`src/rtl/mul8_pkg.sv`:
```
package mul8_pkg;
  typedef enum logic {
    PH_IDLE = 1'b0,
    PH_BUSY = 1'b1
  } mul_phase_e;
endpackage

```
`src/rtl/mul_shift_add.sv`:
```
// Radix-2 shift-and-add engine: one multiplier bit per step.
module mul_shift_add #(
  parameter int W = 8
) (
  input  logic           clk,
  input  logic           rst_n,
  input  logic           load,
  input  logic           step,
  input  logic [W-1:0]   a,
  input  logic [W-1:0]   b,
  output logic [2*W-1:0] product
);
  localparam int PW = 2 * W;

  logic [PW-1:0] mcand;
  logic [W-1:0]  mplr;
  logic [PW-1:0] acc;

  always_ff @(posedge clk or negedge rst_n) begin
    if (!rst_n) begin
      mcand <= '0;
      mplr  <= '0;
      acc   <= '0;
    end else if (load) begin
      mcand <= {{W{1'b0}}, a};
      mplr  <= b;
      acc   <= '0;
    end else if (step && (mplr != '0)) begin
      if (mplr[0]) acc <= acc + mcand;
      mcand <= mcand << 1;
      mplr  <= mplr >> 1;
    end
  end

  assign product = acc;
endmodule

```
`src/rtl/mul_latency_timer.sv`:
```
// Fixed-latency sequencer: fire marks the last busy cycle.
module mul_latency_timer
  import mul8_pkg::*;
#(
  parameter int LAT = 48
) (
  input  logic clk,
  input  logic rst_n,
  input  logic start,
  output logic busy,
  output logic fire
);
  localparam int CW = (LAT > 1) ? $clog2(LAT) : 1;

  mul_phase_e   phase;
  logic [CW-1:0] cnt;

  always_ff @(posedge clk or negedge rst_n) begin
    if (!rst_n) begin
      phase <= PH_IDLE;
      cnt   <= '0;
    end else begin
      case (phase)
        PH_IDLE: if (start) begin
          phase <= PH_BUSY;
          cnt   <= CW'(LAT - 1);
        end
        PH_BUSY: begin
          if (cnt == '0) phase <= PH_IDLE;
          else           cnt   <= cnt - 1'b1;
        end
        default: phase <= PH_IDLE;
      endcase
    end
  end

  assign busy = (phase == PH_BUSY);
  assign fire = busy && (cnt == '0);
endmodule

```
`src/rtl/mul_flag_gen.sv`:
```
// Status bits produced by the multiply.
module mul_flag_gen #(
  parameter int W = 8
) (
  input  logic [2*W-1:0] product,
  output logic           ov,
  output logic           cy
);
  assign ov = |product[2*W-1:W];
  assign cy = 1'b0;
endmodule

```
`src/rtl/mul8_unit.sv`:
```
module mul8_unit #(
  parameter int W             = 8,
  parameter int CLKS_PER_MCYC = 12,
  parameter int MCYCLES       = 4
) (
  input  logic         clk,
  input  logic         rst_n,
  input  logic         in_valid,
  output logic         in_ready,
  input  logic [W-1:0] op_a,
  input  logic [W-1:0] op_b,
  output logic         done,
  output logic [W-1:0] res_lo,
  output logic [W-1:0] res_hi,
  output logic         flag_ov,
  output logic         flag_cy
);
  // Latency must exceed W so the engine finishes before release.
  localparam int LATENCY = CLKS_PER_MCYC * MCYCLES;

  logic           busy;
  logic           fire;
  logic           accept;
  logic [2*W-1:0] product;
  logic           ov_n;
  logic           cy_n;

  assign in_ready = !busy;
  assign accept   = in_valid && in_ready;

  mul_latency_timer #(.LAT(LATENCY)) u_timer (
    .clk   (clk),
    .rst_n (rst_n),
    .start (accept),
    .busy  (busy),
    .fire  (fire)
  );

  mul_shift_add #(.W(W)) u_engine (
    .clk     (clk),
    .rst_n   (rst_n),
    .load    (accept),
    .step    (busy),
    .a       (op_a),
    .b       (op_b),
    .product (product)
  );

  mul_flag_gen #(.W(W)) u_flags (
    .product (product),
    .ov      (ov_n),
    .cy      (cy_n)
  );

  always_ff @(posedge clk or negedge rst_n) begin
    if (!rst_n) begin
      done    <= 1'b0;
      res_lo  <= '0;
      res_hi  <= '0;
      flag_ov <= 1'b0;
      flag_cy <= 1'b0;
    end else begin
      done <= fire;
      if (fire) begin
        res_lo  <= product[W-1:0];
        res_hi  <= product[2*W-1:W];
        flag_ov <= ov_n;
        flag_cy <= cy_n;
      end
    end
  end
endmodule

```
`config.mk`:
```
export PLATFORM = sky130hd
export DESIGN_NAME = mul8_unit
export DESIGN_NICKNAME = d
export VERILOG_FILES = /design/src/rtl/mul8_pkg.sv /design/src/rtl/mul_shift_add.sv /design/src/rtl/mul_latency_timer.sv /design/src/rtl/mul_flag_gen.sv /design/src/rtl/mul8_unit.sv
export SDC_FILE = /design/constraint.sdc
export NUM_CORES = 1
export LEC_CHECK = 0
export ABC_AREA = 0
export BUFFER_PORTS_ARGS = -buffer_cell sky130_fd_sc_hd__buf_2
export CORE_ASPECT_RATIO = 1.25
export CORE_MARGIN = 8
export CORE_UTILIZATION = 42
export CTS_CLUSTER_SIZE = 12
export DETAILED_ROUTE_END_ITERATION = 12
export HOLD_SLACK_MARGIN = 0.06
export REMOVE_ABC_BUFFERS = 1
export SLEW_MARGIN = 10
export SYNTH_ARGS = -nofsm -noshare
export SYNTH_HDL_FRONTEND = slang
export SYNTH_SLANG_ARGS = --single-unit
```
`constraint.sdc`:
```
create_clock -name clk -period 3.1 [get_ports clk]
set_input_delay 0.62 -clock clk [delete_from_list [all_inputs] [get_ports clk]]
set_output_delay 0.62 -clock clk [all_outputs]
set_load 0.02 [all_outputs]
```
==> metrics, run 1 <==
sequential area share after synthesis=48.8%; H-tree Lvls=3; Vias/cell=5.25; FF+latch count, synth=65; Pre-antenna DRT Iters=4; arrival time at the worst endpoint=2.69 ns; Avg WL per Cell=14.3 um; met2 Use GR=22.8%; DP HPWL=roughly 5100 um; Synth cell types=55; chip height=116 um; synthesized area per cell=9.59 um^2; Final min period=2.41 ns; Multi-input gate area=1600 um^2; Syn Std Cell Area=3340 um^2; Worst Path Class, Setup=reg -> reg; Placement Cell Area=3620 um^2; Fmax=415 MHz; grt total ovfl=0; final instance area=around 3800 um^2; DRC viols=0; maximum vdd drop=0.000612 V; Clock Tree Buf Depth=2; post-synthesis xor/xnor area fraction=~3.2%; worst-path fanout max=4; most common cell after layout, fill and taps aside=nand2_1; Layout Nets=423; post-CTS setup buffer count=0; post-route ant nets=0; WL final=6980 um; Compound-Gate Fraction of Synth Area=15.5%; yosys warns=0; commonest cells after routing, fill and taps aside=nand2_1, dfrtp_1, buf_2; PD cells=~980 nW/um^2; clk_lat worst skew=0.34 ns; type of the tightest min-delay check=in -> async; top_reg_cell synth=dfrtp_1; Async S/R FF share, synth=between 90% and 100%; Slew Viols, Final=0; CTS tree=done; M1 GR Usage=15.7%; number of global-route vias before repair=2567; multiplexer share of the synthesized area=approximately 4.8%; post-synthesis simple-gate area fraction=~18%; Root Buffer=clkbuf_8; layout cell share with drive strength beyond 1=17.3%; initial antenna violation count=0; crit path launch type=register; P_leak=~0.0019 uW; final-report hold violation count=0; Initial Util=43.1%; largest net degree at the start of global routing=37; WP data required=between 3 and 4 ns; largest family of logic cells by synthesized area=simple AND/OR/NAND/NOR gates; Ports=39; PortBufs=37; total global-route track usage=13.6%; period utilisation layout=77.7%; Max Cap Viol=0; Die Width=95.7 um; met3 usage=3.05%; Reg clk slew, reported paths=0.07 ns; first-pass GRT wire length=11700 um; Post-synth EDFFs=0; die footprint=11100 um^2; adder and majority gate portion of the synthesized area=approximately 6.6%; row count=36; actual slew at the worst max-slew pin=between 0.8 and 0.9 ns; routed via count=2556; gr busiest metal=met2; core footprint=7750 um^2; Setup crit end kind=register; gp weighted congestion=0.840; clk sinks=65; status=finished, final reports clean; # fillers=757; total CTS buffers=9; Cells after Synth=around 350; hold bufs inserted after CTS=0; Area Growth Syn to Fin=15.3%; Setup Total Neg Slack=0 ns; post_cts resized=0; Setup violations, final=0; Setup Skew=0.00996 ns; RSZ-0062 raised after global routing=no; register area=1630 um^2; n_diodes=0; Rel. slew slack=45.8%; First DRT Iteration DRCs=44
-- state kept, by name, summed over array words and instances, names as in the netlist --
signal / cells
u_engine.mcand: 16
done: 1
flag_ov: 1
u_timer.cnt: 6
u_timer.busy: 1
u_engine.product: 16
res_hi: 8
res_lo: 8
u_engine.mplr: 8
-- power breakdown --
| part | internal [uW] | leakage (uW) | switching (uW) |
|---|---|---|---|
| Clock | 497 | 0.000109 | 322 |
| Sequential | 1130 | 0.000858 | 251 |
| Combinational | 609 | 0.000974 | 952 |
-- stage by stage --
stage	hold slack (ns)	worst slack (ns)	utilization (%)	power, uW	instances
floorplan	0.324	0.910	-	2470	334
global placement	0.453	0.780	46.7	2940	471
detailed placement	0.459	0.708	46.7	2970	471
CTS	0.347	0.684	49.6	3800	487
global route	0.374	0.478	49.6	4050	487
finish	0.336	0.690	49.6	3760	487
-- final timing paths --
path	start	endpoint	slack [ns]	cells after the start
max in group asynchronous	rst_n	u_engine.product[7]$_DFFE_PN0P_	2.13	2
max reg2reg	u_engine.product[0]$_DFFE_PN0P_	u_engine.product[12]$_DFFE_PN0P_	0.69	9
min in group clk	res_hi[7]$_DFFE_PN0P_	res_hi[7]$_DFFE_PN0P_	0.47	2
min reg2reg	res_hi[7]$_DFFE_PN0P_	res_hi[7]$_DFFE_PN0P_	0.47	2
max	u_engine.product[0]$_DFFE_PN0P_	u_engine.product[12]$_DFFE_PN0P_	0.69	9
min	rst_n	u_engine.product[1]$_DFFE_PN0P_	0.34	1
-- metal layers --
layer	part of all wire, %	vias up
li1	-	1291
met1	45	1217
met2	49	36
met3	3.7	12
met4	2.3	0
met5	0	-
-- cell type report --
cell class / count / area share [%]
Inverter: 10 / 0.976
Timing Repair Buffer: 42 / 6.12
Multi-Input combinational cell: 259 / 41.5
Clock inverter: 4 / 1.95
Tap cell: 95 / 3.09
Sequential cell: 65 / 42.3
Clock buffer: 12 / 4.03
-- worst max-delay path: stages, from the launching register on --
cell and delay (ns):
dfrtp_1 0.37, ha_1 0.21, inv_1 0.06, fa_1 0.38, nor2b_1 0.16, o21ai_1 0.11, o21ai_2 0.26, a31oi_1 0.19
or4b_1 0.52, nand3_1 0.08
-- Yosys cell counts, types with 3 or more instances --
library cell	number	area (um^2)
o21ai_1	6	30.0
a31oi_1	3	18.8
inv_1	8	30.0
mux2i_1	8	80.1
a21o_1	6	45.0
nor2_1	11	41.3
clkbuf_1	7	26.3
nor3_1	5	25.0
dfrtp_1	65	1630
xor2_1	6	52.6
ha_1	16	200
nand2_1	83	312
a22oi_1	7	52.6
nand3_1	6	30.0
nor2b_1	5	31.3
a21oi_1	15	75.1
xnor2_1	6	52.6
o21ai_0	29	145
nor4_1	5	31.3
mux2_1	6	67.6
-- cells by family (layout without fill, tap and decap cells) --
logic type	count (synthesis)	in the layout
adders and majority gates	17	17
xor gates and xnor gates	12	12
muxes	15	15
DFF	65	65
AOI/OAI and AO/OA	83	83
buffers and inverters	24	68
and+or+nand+nor	131	131
other	1	1
Power figures use the tool's default switching activity.
==> inputs of run 2 (changes only) <==
==> constraint.sdc (replaced) <==
create_clock -name clk -period 2.3 [get_ports clk]
set_input_delay 0.46 -clock clk [delete_from_list [all_inputs] [get_ports clk]]
set_output_delay 0.46 -clock clk [all_outputs]
set_load 0.02 [all_outputs]
==> run 2 against run 1 <==
  * Via count is 1.5% higher
  * Worst hold slack worse by 0.21 ns
  * Clock skew grew 0.0011 ns
  * Setup slack lost 0.60 ns
  * Non-clock buffer count is 11 higher
  * Routed wire length up 1.4%
  * Combinational power up 48%
  * Global-route usage is 0.46 points higher
  * Critical path depth down 2
  * Sequential power increased by 33%
  * Die area did not move
  * Final cell count up 2.3%
  * Critical path type unchanged
==> metrics, run 2 (same netlist as run 1, synthesis figures left out) <==
status=finished, final reports clean; grt total ovfl=0 (unchanged); gp weighted congestion=0.856 (+2.0%); CTS tree=done; Avg WL per Cell=14.2 um (-0.79%); worst-path fanout max=5 (+1); Vias/cell=5.21 (-0.75%); Fmax=453 MHz (+9.1%); RSZ-0062 raised after global routing=yes; DRC viols=0 (unchanged); clk sinks=65 (unchanged); Pre-antenna DRT Iters=4 (unchanged); crit path launch type=register; First DRT Iteration DRCs=116 (+160%); # fillers=740 (-2.2%); Worst Path Class, Setup=reg -> reg; chip height=116 um (unchanged); n_diodes=0 (unchanged); Slew Viols, Final=0 (unchanged); most common cell after layout, fill and taps aside=nand2_1; sequential share of power=35.1% (-1.7 points); total global-route track usage=14.0% (+0.46 points); Logic pwr share=44.1% (+2.6 points); Layout Nets=434 (+2.6%); final-report hold violation count=0 (unchanged); maximum vdd drop=0.00106 V (+73%); H-tree Lvls=3 (unchanged); Reg clk slew, reported paths=0.08 ns (about the same); Final min period=2.21 ns (-0.202 ns); Net Switching=2100 uW (+38%); Clock Tree Buf Depth=2 (unchanged); period utilisation layout=96.0% (+18 points); first-pass GRT wire length=12100 um (+3.6%); P_leak=0.00200 uW (+3.2%); Int Pwr=3150 uW (+41%); Setup crit end kind=register; Setup Skew=0.0110 ns (+0.00106 ns); die footprint=11100 um^2 (unchanged); layout cell share with drive strength beyond 1=19.9% (+2.5 points); Placement Cell Area=3700 um^2 (+2.2%); arrival time at the worst endpoint=2.48 ns (-0.21 ns); hold bufs inserted after CTS=0 (unchanged); Initial Util=43.1% (unchanged); number of global-route vias before repair=2596 (+1.1%); routed via count=2594 (+1.5%); final instance area=3970 um^2 (+3.2%); DP HPWL=5180 um (+1.2%); initial antenna violation count=0 (unchanged); post-route ant nets=0 (unchanged); clk_lat worst skew=0.34 ns (about the same); Setup violations, final=0 (unchanged); WL final=7080 um (+1.4%); Area Growth Syn to Fin=18.9%; Sw Share=40.0% (-0.49 points); Max Cap Viol=0 (unchanged); clock power share=20.8% (-1.0 points); Root Buffer=clkbuf_8; Ports=39 (unchanged); type of the tightest min-delay check=in -> async; core footprint=7750 um^2 (unchanged); largest net degree at the start of global routing=66 (+78%); row count=36 (unchanged); PortBufs=37 (unchanged); PD cells=1320 nW/um^2 (+35%); Die Width=95.7 um (unchanged); Setup Total Neg Slack=0 ns (unchanged); commonest cells after routing, fill and taps aside=nand2_1, dfrtp_1, buf_2; Total Power=5250 uW (+39%); WP data required=2.58 ns (-0.80 ns); total CTS buffers=9 (unchanged)
run 2: per-layer routing:
layer	global-route usage (%)	up-vias	part of all wire, %
met2	22.7	41	50
li1	-	1317	-
met3	2.72	11	3.7
met4	7.81	0	2.0
met1	17.0	1225	45
met5	0	-	0
run 2: worst paths after layout:
path	from	endpoint	slack (ns)	cells after the start
worst max-delay path	u_engine.product[8]$_DFFE_PN0P_	u_engine.product[15]$_DFFE_PN0P_	0.09	7
worst max register to register	u_engine.product[8]$_DFFE_PN0P_	u_engine.product[15]$_DFFE_PN0P_	0.09	7
worst min-delay path	rst_n	u_engine.mcand[5]$_DFFE_PN0P_	0.13	2
min in group clk	op_a[0]	u_engine.mcand[0]$_DFFE_PN0P_	0.34	3
worst min register to register	res_lo[7]$_DFFE_PN0P_	res_lo[7]$_DFFE_PN0P_	0.47	2
max in group asynchronous	rst_n	u_engine.product[13]$_DFFE_PN0P_	1.90	2
run 2: critical path, cell delays in order, from the launching register on:
cell and delay [ns]:
dfrtp_1 0.41, ha_1 0.37, and4_4 0.23, and2_4 0.16, a311oi_4 0.30, nor4_1 0.10, or4_1 0.50, nand3_1 0.07
run 2: layout make-up:
cell class	instances	area, um^2	area share (%)
repair buffers	53	330	8.33
well taps	95	119	3.00
clock inverters	4	75.1	1.89
multi-input cells	259	1620	40.9
clock buffers	12	155	3.91
inverters	10	37.5	0.946
flip-flops and latches	65	1630	41.0
run 2: what timing repair did:
item	4_1_cts	5_1_grt
setup buffers	0	2
endpoints found under the setup margin	0	3
resized for setup	0	3
run 2: power groups by stage:
| stage | sequential [uW] | combinational [uW] | clock (uW) |
|---|---|---|---|
| CTS | 1850 | 2280 | 1120 |
| floorplan | 1890 | 1440 | 0 |
| detailed placement | 1870 | 2280 | 0 |
| global route | 1900 | 2610 | 1170 |
| finish | 1840 | 2310 | 1090 |
| global placement | 1860 | 2240 | 0 |
run 2: metrics by stage:
stage                     utilization, %  setup slack, ns  cells  hold slack, ns
final                               51.2           0.0917    498           0.129
after global routing                51.2          -0.0118    498           0.150
after CTS                           50.7           0.0355    496           0.135
after detailed placement            47.7           0.0521    480           0.458
after global placement              47.7            0.102    480           0.452
after floorplan                        -            0.110    334           0.164
